## config.mk

```make
export PLATFORM = sky130hd
export DESIGN_NAME = pix_csc_pipe
export DESIGN_NICKNAME = d
export VERILOG_FILES = /design/src/rtl/pcs_pkg.sv /design/src/rtl/pcs_unpack.sv /design/src/rtl/pcs_matrix.sv /design/src/rtl/pcs_pack.sv /design/src/rtl/pix_csc_pipe.sv
export SDC_FILE = /design/constraint.sdc
export NUM_CORES = 2
export LEC_CHECK = 0
export ABC_AREA = 1
export ABC_CLOCK_PERIOD_IN_PS = 8900
export CAP_MARGIN = 20
export CORE_ASPECT_RATIO = 0.9
export CORE_MARGIN = 4
export CORE_UTILIZATION = 55
export DETAILED_ROUTE_END_ITERATION = 6
export DONT_BUFFER_PORTS = 1
export PLACE_DENSITY = 0.81
export SYNTH_ARGS = -nofsm -noshare
export SYNTH_HDL_FRONTEND = slang
export SYNTH_HIERARCHICAL = 1
export SYNTH_SLANG_ARGS = --single-unit
```

## constraint.sdc

```tcl
create_clock -name clk -period 8.9 [get_ports clk]
set_input_delay 1.335 -clock clk [delete_from_list [all_inputs] [get_ports clk]]
set_output_delay 1.335 -clock clk [all_outputs]
set_load 0.02 [all_outputs]
```

## src/rtl/pcs_pkg.sv

```systemverilog
package pcs_pkg;

   localparam int CW = 8;

   typedef struct packed {
      logic [CW-1:0] h;
      logic [CW-1:0] m;
      logic [CW-1:0] l;
   } pix_t;

   localparam logic [2:0] IN_RGB565 = 3'd0;
   localparam logic [2:0] IN_YUV422 = 3'd1;
   localparam logic [2:0] IN_BYPASS = 3'd7;

   localparam logic [1:0] OUT_RGB565 = 2'd0;
   localparam logic [1:0] OUT_YUV422 = 2'd1;

   function automatic pix_t permute(input pix_t p, input logic [2:0] code);
      pix_t r;
      case (code)
         3'd1:    r = '{h: p.h, m: p.l, l: p.m};
         3'd2:    r = '{h: p.m, m: p.l, l: p.h};
         3'd3:    r = '{h: p.m, m: p.h, l: p.l};
         3'd4:    r = '{h: p.l, m: p.h, l: p.m};
         3'd5:    r = '{h: p.l, m: p.m, l: p.h};
         default: r = p;
      endcase
      return r;
   endfunction

endpackage

```

## src/rtl/pcs_unpack.sv

```systemverilog
module pcs_unpack
   import pcs_pkg::*;
(
   input  logic          clk,
   input  logic          rst_n,
   input  logic [2:0]    in_sel,
   input  logic          s_valid,
   output logic          s_ready,
   input  logic [CW-1:0] s_data,
   output logic          p_valid,
   input  logic          p_ready,
   output pix_t          p_pix
);

   logic [3:0][CW-1:0] byte_q;
   logic [1:0]         cnt_q;
   logic               full_q;
   logic               half_q;
   logic [1:0]         last_idx;
   logic               is_yuv;
   logic [15:0]        word;

   assign is_yuv   = (in_sel == IN_YUV422);
   assign last_idx = (in_sel == IN_RGB565) ? 2'd1 : (is_yuv ? 2'd3 : 2'd2);
   assign s_ready  = !full_q;
   assign p_valid  = full_q;
   assign word     = {byte_q[1], byte_q[0]};

   always_ff @(posedge clk or negedge rst_n) begin
      if (!rst_n) begin
         byte_q <= '0;
         cnt_q  <= '0;
         full_q <= 1'b0;
         half_q <= 1'b0;
      end else begin
         if (s_valid && s_ready) begin
            byte_q[cnt_q] <= s_data;
            if (cnt_q == last_idx) begin
               cnt_q  <= '0;
               full_q <= 1'b1;
            end else begin
               cnt_q <= cnt_q + 2'd1;
            end
         end
         if (p_valid && p_ready) begin
            if (is_yuv && !half_q) begin
               half_q <= 1'b1;
            end else begin
               half_q <= 1'b0;
               full_q <= 1'b0;
            end
         end
      end
   end

   always_comb begin
      case (in_sel)
         IN_RGB565: begin
            p_pix.h = {word[15:11], word[15:13]};
            p_pix.m = {word[10:5],  word[10:9]};
            p_pix.l = {word[4:0],   word[4:2]};
         end
         IN_YUV422: begin
            p_pix.h = half_q ? byte_q[2] : byte_q[0];
            p_pix.m = byte_q[1];
            p_pix.l = byte_q[3];
         end
         default: begin
            p_pix.h = byte_q[0];
            p_pix.m = byte_q[1];
            p_pix.l = byte_q[2];
         end
      endcase
   end

endmodule

```

## src/rtl/pcs_matrix.sv

```systemverilog
module pcs_matrix
   import pcs_pkg::*;
#(
   parameter int CF_W       = 11,
   parameter int CF_FRAC    = 8,
   parameter int OFS_W      = 10,
   parameter bit HAS_MATRIX = 1'b1
)(
   input  logic               clk,
   input  logic               rst_n,
   input  logic               mat_en,
   input  logic [2:0]         scr,
   input  logic [9*CF_W-1:0]  coef_abc,
   input  logic [3*OFS_W-1:0] coef_d,
   input  logic               i_valid,
   output logic               i_ready,
   input  pix_t               i_pix,
   output logic               o_valid,
   input  logic               o_ready,
   output pix_t               o_pix
);

   localparam int PW = CF_W + CW + 1;
   localparam int AW = PW + 2;

   pix_t               sp;
   pix_t               mres;
   logic [2:0][CW-1:0] row_out;
   logic               v_q;
   pix_t               pix_q;

   assign sp = permute(i_pix, scr);

   generate
      if (HAS_MATRIX) begin : g_mat
         logic [2:0][CW-1:0] comp;
         assign comp = {sp.h, sp.m, sp.l};
         for (genvar r = 0; r < 3; r++) begin : g_row
            logic signed [AW-1:0] term [3];
            logic signed [AW-1:0] sum;
            logic signed [AW-1:0] shifted;
            logic signed [AW-1:0] res;
            logic signed [OFS_W-1:0] d_s;
            for (genvar k = 0; k < 3; k++) begin : g_term
               logic signed [CF_W-1:0] c_s;
               logic signed [AW-1:0]   c_x;
               logic signed [AW-1:0]   v_x;
               assign c_s = coef_abc[(r*3+k)*CF_W +: CF_W];
               assign c_x = {{(AW-CF_W){c_s[CF_W-1]}}, c_s};
               assign v_x = {{(AW-CW){1'b0}}, comp[2-k]};
               assign term[k] = c_x * v_x;
            end
            assign d_s     = coef_d[r*OFS_W +: OFS_W];
            assign sum     = term[0] + term[1] + term[2];
            assign shifted = sum >>> CF_FRAC;
            assign res     = shifted + {{(AW-OFS_W){d_s[OFS_W-1]}}, d_s};
            assign row_out[2-r] = res[AW-1] ? '0 :
                                  (|res[AW-2:CW]) ? '1 : res[CW-1:0];
         end
         assign mres = {row_out[2], row_out[1], row_out[0]};
      end else begin : g_nomat
         assign row_out = '0;
         assign mres    = sp;
      end
   endgenerate

   assign i_ready = !v_q || o_ready;
   assign o_valid = v_q;
   assign o_pix   = pix_q;

   always_ff @(posedge clk or negedge rst_n) begin
      if (!rst_n) begin
         v_q   <= 1'b0;
         pix_q <= '0;
      end else if (i_ready) begin
         v_q <= i_valid;
         if (i_valid) pix_q <= mat_en ? mres : sp;
      end
   end

endmodule

```

## src/rtl/pcs_pack.sv

```systemverilog
module pcs_pack
   import pcs_pkg::*;
(
   input  logic          clk,
   input  logic          rst_n,
   input  logic [1:0]    out_sel,
   input  logic          i_valid,
   output logic          i_ready,
   input  pix_t          i_pix,
   output logic          m_valid,
   input  logic          m_ready,
   output logic [CW-1:0] m_data,
   output logic [1:0]    idx_o
);

   logic [3:0][CW-1:0] byte_q;
   logic [1:0]         idx_q;
   logic               busy_q;
   logic               half_q;
   logic [1:0]         last_idx;
   logic [15:0]        w565;

   assign last_idx = (out_sel == OUT_RGB565) ? 2'd1 :
                     (out_sel == OUT_YUV422) ? 2'd3 : 2'd2;
   assign w565     = {i_pix.h[7:3], i_pix.m[7:2], i_pix.l[7:3]};
   assign i_ready  = !busy_q;
   assign m_valid  = busy_q;
   assign m_data   = byte_q[idx_q];
   assign idx_o    = idx_q;

   always_ff @(posedge clk or negedge rst_n) begin
      if (!rst_n) begin
         byte_q <= '0;
         idx_q  <= '0;
         busy_q <= 1'b0;
         half_q <= 1'b0;
      end else begin
         if (i_valid && i_ready) begin
            case (out_sel)
               OUT_RGB565: begin
                  byte_q[0] <= w565[7:0];
                  byte_q[1] <= w565[15:8];
                  busy_q    <= 1'b1;
               end
               OUT_YUV422: begin
                  if (!half_q) begin
                     byte_q[0] <= i_pix.h;
                     byte_q[1] <= i_pix.m;
                     half_q    <= 1'b1;
                  end else begin
                     byte_q[2] <= i_pix.h;
                     byte_q[3] <= i_pix.l;
                     half_q    <= 1'b0;
                     busy_q    <= 1'b1;
                  end
               end
               default: begin
                  byte_q[0] <= i_pix.h;
                  byte_q[1] <= i_pix.m;
                  byte_q[2] <= i_pix.l;
                  busy_q    <= 1'b1;
               end
            endcase
         end
         if (m_valid && m_ready) begin
            if (idx_q == last_idx) begin
               idx_q  <= '0;
               busy_q <= 1'b0;
            end else begin
               idx_q <= idx_q + 2'd1;
            end
         end
      end
   end

endmodule

```

## src/rtl/pix_csc_pipe.sv

```systemverilog
module pix_csc_pipe
   import pcs_pkg::*;
#(
   parameter int CF_W       = 11,
   parameter int CF_FRAC    = 8,
   parameter int OFS_W      = 10,
   parameter bit HAS_MATRIX = 1'b1
)(
   input  logic               clk,
   input  logic               rst_n,
   input  logic [2:0]         cfg_in_sel,
   input  logic               cfg_mat_en,
   input  logic [1:0]         cfg_out_sel,
   input  logic [2:0]         cfg_scr,
   input  logic [9*CF_W-1:0]  cfg_coef_abc,
   input  logic [3*OFS_W-1:0] cfg_coef_d,
   input  logic               s_valid,
   output logic               s_ready,
   input  logic [7:0]         s_data,
   output logic               m_valid,
   input  logic               m_ready,
   output logic [7:0]         m_data
);

   generate
      if (CF_FRAC >= CF_W) begin : g_bad_frac
         $error("CF_FRAC must be smaller than CF_W");
      end
      if (OFS_W < 2 || OFS_W > CF_W + CW) begin : g_bad_ofs
         $error("OFS_W out of range");
      end
   endgenerate

   logic       byp;
   logic       up_s_valid, up_s_ready;
   logic       up_valid, up_ready;
   pix_t       up_pix;
   logic       mt_valid, mt_ready;
   pix_t       mt_pix;
   logic       pk_valid, pk_ready;
   logic [7:0] pk_data;
   logic [1:0] pk_idx;

   assign byp        = (cfg_in_sel == IN_BYPASS);
   assign up_s_valid = s_valid && !byp;
   assign s_ready    = byp ? m_ready : up_s_ready;
   assign m_valid    = byp ? s_valid : pk_valid;
   assign m_data     = byp ? s_data  : pk_data;
   assign pk_ready   = m_ready && !byp;

   pcs_unpack u_unpack (
      .clk     (clk),
      .rst_n   (rst_n),
      .in_sel  (cfg_in_sel),
      .s_valid (up_s_valid),
      .s_ready (up_s_ready),
      .s_data  (s_data),
      .p_valid (up_valid),
      .p_ready (up_ready),
      .p_pix   (up_pix)
   );

   pcs_matrix #(
      .CF_W       (CF_W),
      .CF_FRAC    (CF_FRAC),
      .OFS_W      (OFS_W),
      .HAS_MATRIX (HAS_MATRIX)
   ) u_matrix (
      .clk      (clk),
      .rst_n    (rst_n),
      .mat_en   (cfg_mat_en),
      .scr      (cfg_scr),
      .coef_abc (cfg_coef_abc),
      .coef_d   (cfg_coef_d),
      .i_valid  (up_valid),
      .i_ready  (up_ready),
      .i_pix    (up_pix),
      .o_valid  (mt_valid),
      .o_ready  (mt_ready),
      .o_pix    (mt_pix)
   );

   pcs_pack u_pack (
      .clk     (clk),
      .rst_n   (rst_n),
      .out_sel (cfg_out_sel),
      .i_valid (mt_valid),
      .i_ready (mt_ready),
      .i_pix   (mt_pix),
      .m_valid (pk_valid),
      .m_ready (pk_ready),
      .m_data  (pk_data),
      .idx_o   (pk_idx)
   );

endmodule

```

==> summary by stage <==
Worst setup path
The critical path start-end classification is in2reg. Grouping stages by cell kind, the critical path spends the most delay in adder cells. The required time at the endpoint of the critical path is 9150 ps. Data arrives at the worst endpoint at 9600 ps. The most frequent cell on the critical path is sky130_fd_sc_hd__nand2_1. The kind of capture point of the worst setup path is a flip-flop.

The largest fanout of any net on the critical path is 12. On the worst path, the slowest cell contributes a delay of 530 ps. The sum of buffers and inverters on the critical path is 14. The slowest stage of the critical path belongs to the cell sky130_fd_sc_hd__fa_1. The critical path launch point type is an input pin.

Floorplan
After floorplanning, the core was divided into 93 placement rows. The effective utilization at floorplan is 55.5%. The die footprint is 76800 µm². The number of ports placed on the die boundary is 160. The die width is 292 µm.

Measured along the y axis, the die boundary spans 263 µm. The area of the placeable core is 71700 µm².

Place
Prior to clock tree synthesis, the placed netlist has a worst setup slack of -1030 ps. The detailed placer's ending HPWL is 104000 µm. The weighted congestion at the end of routability-driven global placement is 0.979. The port buffer count is 0. The placed instances occupy a cell area of 44700 µm².

Logic synthesis
The synthesized design contains 97 register bits. The Yosys step of the flow raised 6 warnings. The synthesized netlist occupies a cell area of 39800 µm². When the netlist entered floorplanning its net count stood at 6382.

The number of different library cells used by synthesis comes to 50. The number of flops mapped to enable cells by yosys is 0. The share of synthesized registers carrying an async set or reset is 100%. The main flop type after synthesis is sky130_fd_sc_hd__dfrtp_1.

The post-synthesis sequential area ratio is 6.10%. The cell count after synthesis is 5014. In this run the mean area of a mapped cell was 7.94 µm².

Clocking
The worst-case clock buffer depth is 2. The total clock sinks is 97. For the worst-skew pair, the clock arrives at the later sink with an insertion delay of 380 ps. In this run, CTS created clock tree buffers numbering 9.

The count of hold-fix buffers inserted at cts is 0. The H-tree was split into 3 levels. The TritonCTS clock tree is built. The clock-pin slew of the registers on the worst-case setup and hold paths is 70 ps. The root buffer cell chosen for the clock tree is sky130_fd_sc_hd__clkbuf_16.

STA
The maximum achievable frequency is 107 MHz. Clock skew on the completed layout was measured at 11.3 ps. The worst pin sits at a relative slew slack of 30.9%. Setup repair after global routing could not meet its margin everywhere. For the pin with the worst max-slew slack, the measured transition is 1040 ps. The final max-slew violation count was 0.

The final setup slack of the worst path is -446 ps. Setup violations remaining at the end of the flow were counted as 24. The worst path uses 105% of the clock period. The minimum period implied by the final worst setup slack is 9350 ps.

The worst hold margin is 479 ps. The number of hold-slack violations in the final timing report is 0.

Detailed routing
The count of nets left with antenna violations once routing finished came out at 0. The via count is 35500. The final wirelength is 126000 µm. For this run, design rule violations remaining after detail routing come to 0. Dividing the detail-routed via count by the number of cells gives 5.48. Before antenna repair, the detailed router went through 6 iterations.

The routed length per placed instance is 19.5 µm. The starting DRC count in detailed routing is 3634.

Global route
The global-route wire length before repair is 196000 µm. The pin count of the biggest net entering global routing is 98. Across every metal layer, demand over resource in global routing totals 32.3%. The initial antenna violation count came to 8. The via count of the first global-routing pass came to 37300.

The remaining global-route overflow is 0.

Layout
The area growth from synthesis to layout is 19.6%. Counting the fill cells in the layout gives 5368. The fraction of final layout cells sized beyond drive strength 1 is 18.4%. Cells fill 66.4% of the core in the end. After routing the design area is 47600 µm². The final net count is 6891.

Run
Across the run, the number of max-cap violations was 0.

Status
The checks that failed: negative setup slack. The flow ran to the end, but the final reports show violations.

Hold path
The type of the tightest min-delay check is reg2reg.
sequential cells by signal, indices dropped and copies added (netlist names):
| signal | flops |
|---|---|
| u_pack/idx_o | 2 |
| u_unpack/byte_q | 32 |
| u_unpack/half_q | 1 |
| u_matrix/o_pix | 24 |
| u_matrix/o_valid | 1 |
| u_unpack/cnt_q | 2 |
| u_pack/m_valid | 1 |
| u_pack/half_q | 1 |
| u_pack/byte_q | 32 |
| u_unpack/p_valid | 1 |
layer usage:
metal  up-vias  global-route usage (%)  part of all wire [%]
li1      15600                       -                     -
met1     17300                    39.9                    36
met2      2039                    51.6                    46
met3       550                    8.99                    11
met4        10                    17.3                   6.8
met5         -                       0                 0.045
final timing paths:
kind / depth (start not counted) / to / from / slack [ps]
max in group asynchronous: 0 / u_matrix/o_pix[2]$_DFFE_PN0P_ / rst_n / 8120
worst min register to register: 2 / u_pack/byte_q[8]$_DFFE_PN0P_ / u_pack/byte_q[8]$_DFFE_PN0P_ / 480
min in group asynchronous: 0 / u_unpack/cnt_q[0]$_DFFE_PN0P_ / rst_n / 650
worst max-delay path: 47 / u_matrix/o_pix[14]$_DFFE_PN0P_ / cfg_in_sel[2] / -450
worst max register to register: 45 / u_matrix/o_pix[14]$_DFFE_PN0P_ / u_unpack/half_q$_DFFE_PN0P_ / 140
worst min-delay path: 2 / u_pack/byte_q[8]$_DFFE_PN0P_ / u_pack/byte_q[8]$_DFFE_PN0P_ / 480
cell usage after synthesis, types with 9 or more instances:
cell,count,area (µm²)
sky130_fd_sc_hd__o21ai_0,109,546
sky130_fd_sc_hd__ha_1,345,4320
sky130_fd_sc_hd__o21ai_1,18,90.1
sky130_fd_sc_hd__o211ai_1,9,67.6
sky130_fd_sc_hd__nor2_1,611,2290
sky130_fd_sc_hd__nand4_1,38,238
sky130_fd_sc_hd__nand2_2,9,56.3
sky130_fd_sc_hd__xnor2_1,37,324
sky130_fd_sc_hd__inv_1,1391,5220
sky130_fd_sc_hd__clkbuf_1,28,105
sky130_fd_sc_hd__inv_2,22,82.6
sky130_fd_sc_hd__buf_6,14,158
sky130_fd_sc_hd__fa_1,873,17500
sky130_fd_sc_hd__nand2_1,943,3540
sky130_fd_sc_hd__xor2_1,37,324
sky130_fd_sc_hd__buf_2,48,240
sky130_fd_sc_hd__o22ai_1,26,163
sky130_fd_sc_hd__dfrtp_1,97,2430
sky130_fd_sc_hd__nor3_1,11,55.1
sky130_fd_sc_hd__a21oi_1,161,806
sky130_fd_sc_hd__nand3_1,95,475
sky130_fd_sc_hd__nand2_4,10,113
cell type report:
type	instances	area (µm²)	share of cell area [%]
Antenna cell	4	10.0	0.0210
Multi-Input combinational cell	3407	33300	69.8
Sequential cell	97	2430	5.10
Timing Repair Buffer	591	5080	10.7
Clock buffer	9	225	0.473
Tap cell	950	1190	2.50
Inverter	1417	5360	11.2
Clock inverter	7	77.6	0.163
layout by cell type (no fill, tap or decap), types with 37 or more instances in the layout:
cell / n
sky130_fd_sc_hd__dfrtp_1: 97
sky130_fd_sc_hd__nand3_1: 88
sky130_fd_sc_hd__ha_4: 46
sky130_fd_sc_hd__nor2_2: 54
sky130_fd_sc_hd__a21oi_1: 108
sky130_fd_sc_hd__fa_1: 833
sky130_fd_sc_hd__nand2_1: 900
sky130_fd_sc_hd__fa_2: 40
sky130_fd_sc_hd__inv_2: 43
sky130_fd_sc_hd__a21oi_2: 46
sky130_fd_sc_hd__o21ai_0: 98
sky130_fd_sc_hd__nand2_2: 48
sky130_fd_sc_hd__nand4_1: 38
sky130_fd_sc_hd__buf_12: 37
sky130_fd_sc_hd__inv_1: 1361
sky130_fd_sc_hd__nor2_1: 539
sky130_fd_sc_hd__buf_4: 528
sky130_fd_sc_hd__ha_1: 290
sky130_fd_sc_hd__xnor2_1: 37
stage by stage:
step	cells	setup TNS, ps
after floorplan	5014	0
after global placement	6375	-17650
after detailed placement	6375	-22690
after CTS	6439	-3040
after global routing	6480	-17190
final	6482	-9350
what timing repair did:
action / 4_1_cts / 5_1_grt
pin swaps: 95 / 128
gates cloned: 4 / 1
setup endpoints to repair: 24 / 24
buffers inserted: 44 / 38
gates resized for setup: 212 / 203
kinds of logic after synthesis:
kind of cell	Yosys count	share of synthesized area [%]
compound gates	371	5.23
fa+ha+maj	1218	54.7
xor+xnor	74	1.63
simple gates	1742	17.6
buf+inv	1512	14.7
flops	97	6.10
worst register-to-register path: cells and delay by family, from the launching register on:
kind                       cells  cell delay (ps)
AOI/OAI and AO/OA              7              930
buffers and inverters         12             1240
xor gates and xnor gates       1              170
adders and majority gates      9             4220
DFF                            1              660
and+or+nand+nor               16             1450
Power is left out: the tool's default activity adds up to more than one toggle a clock period on the data nets, which glitch-free logic cannot reach.
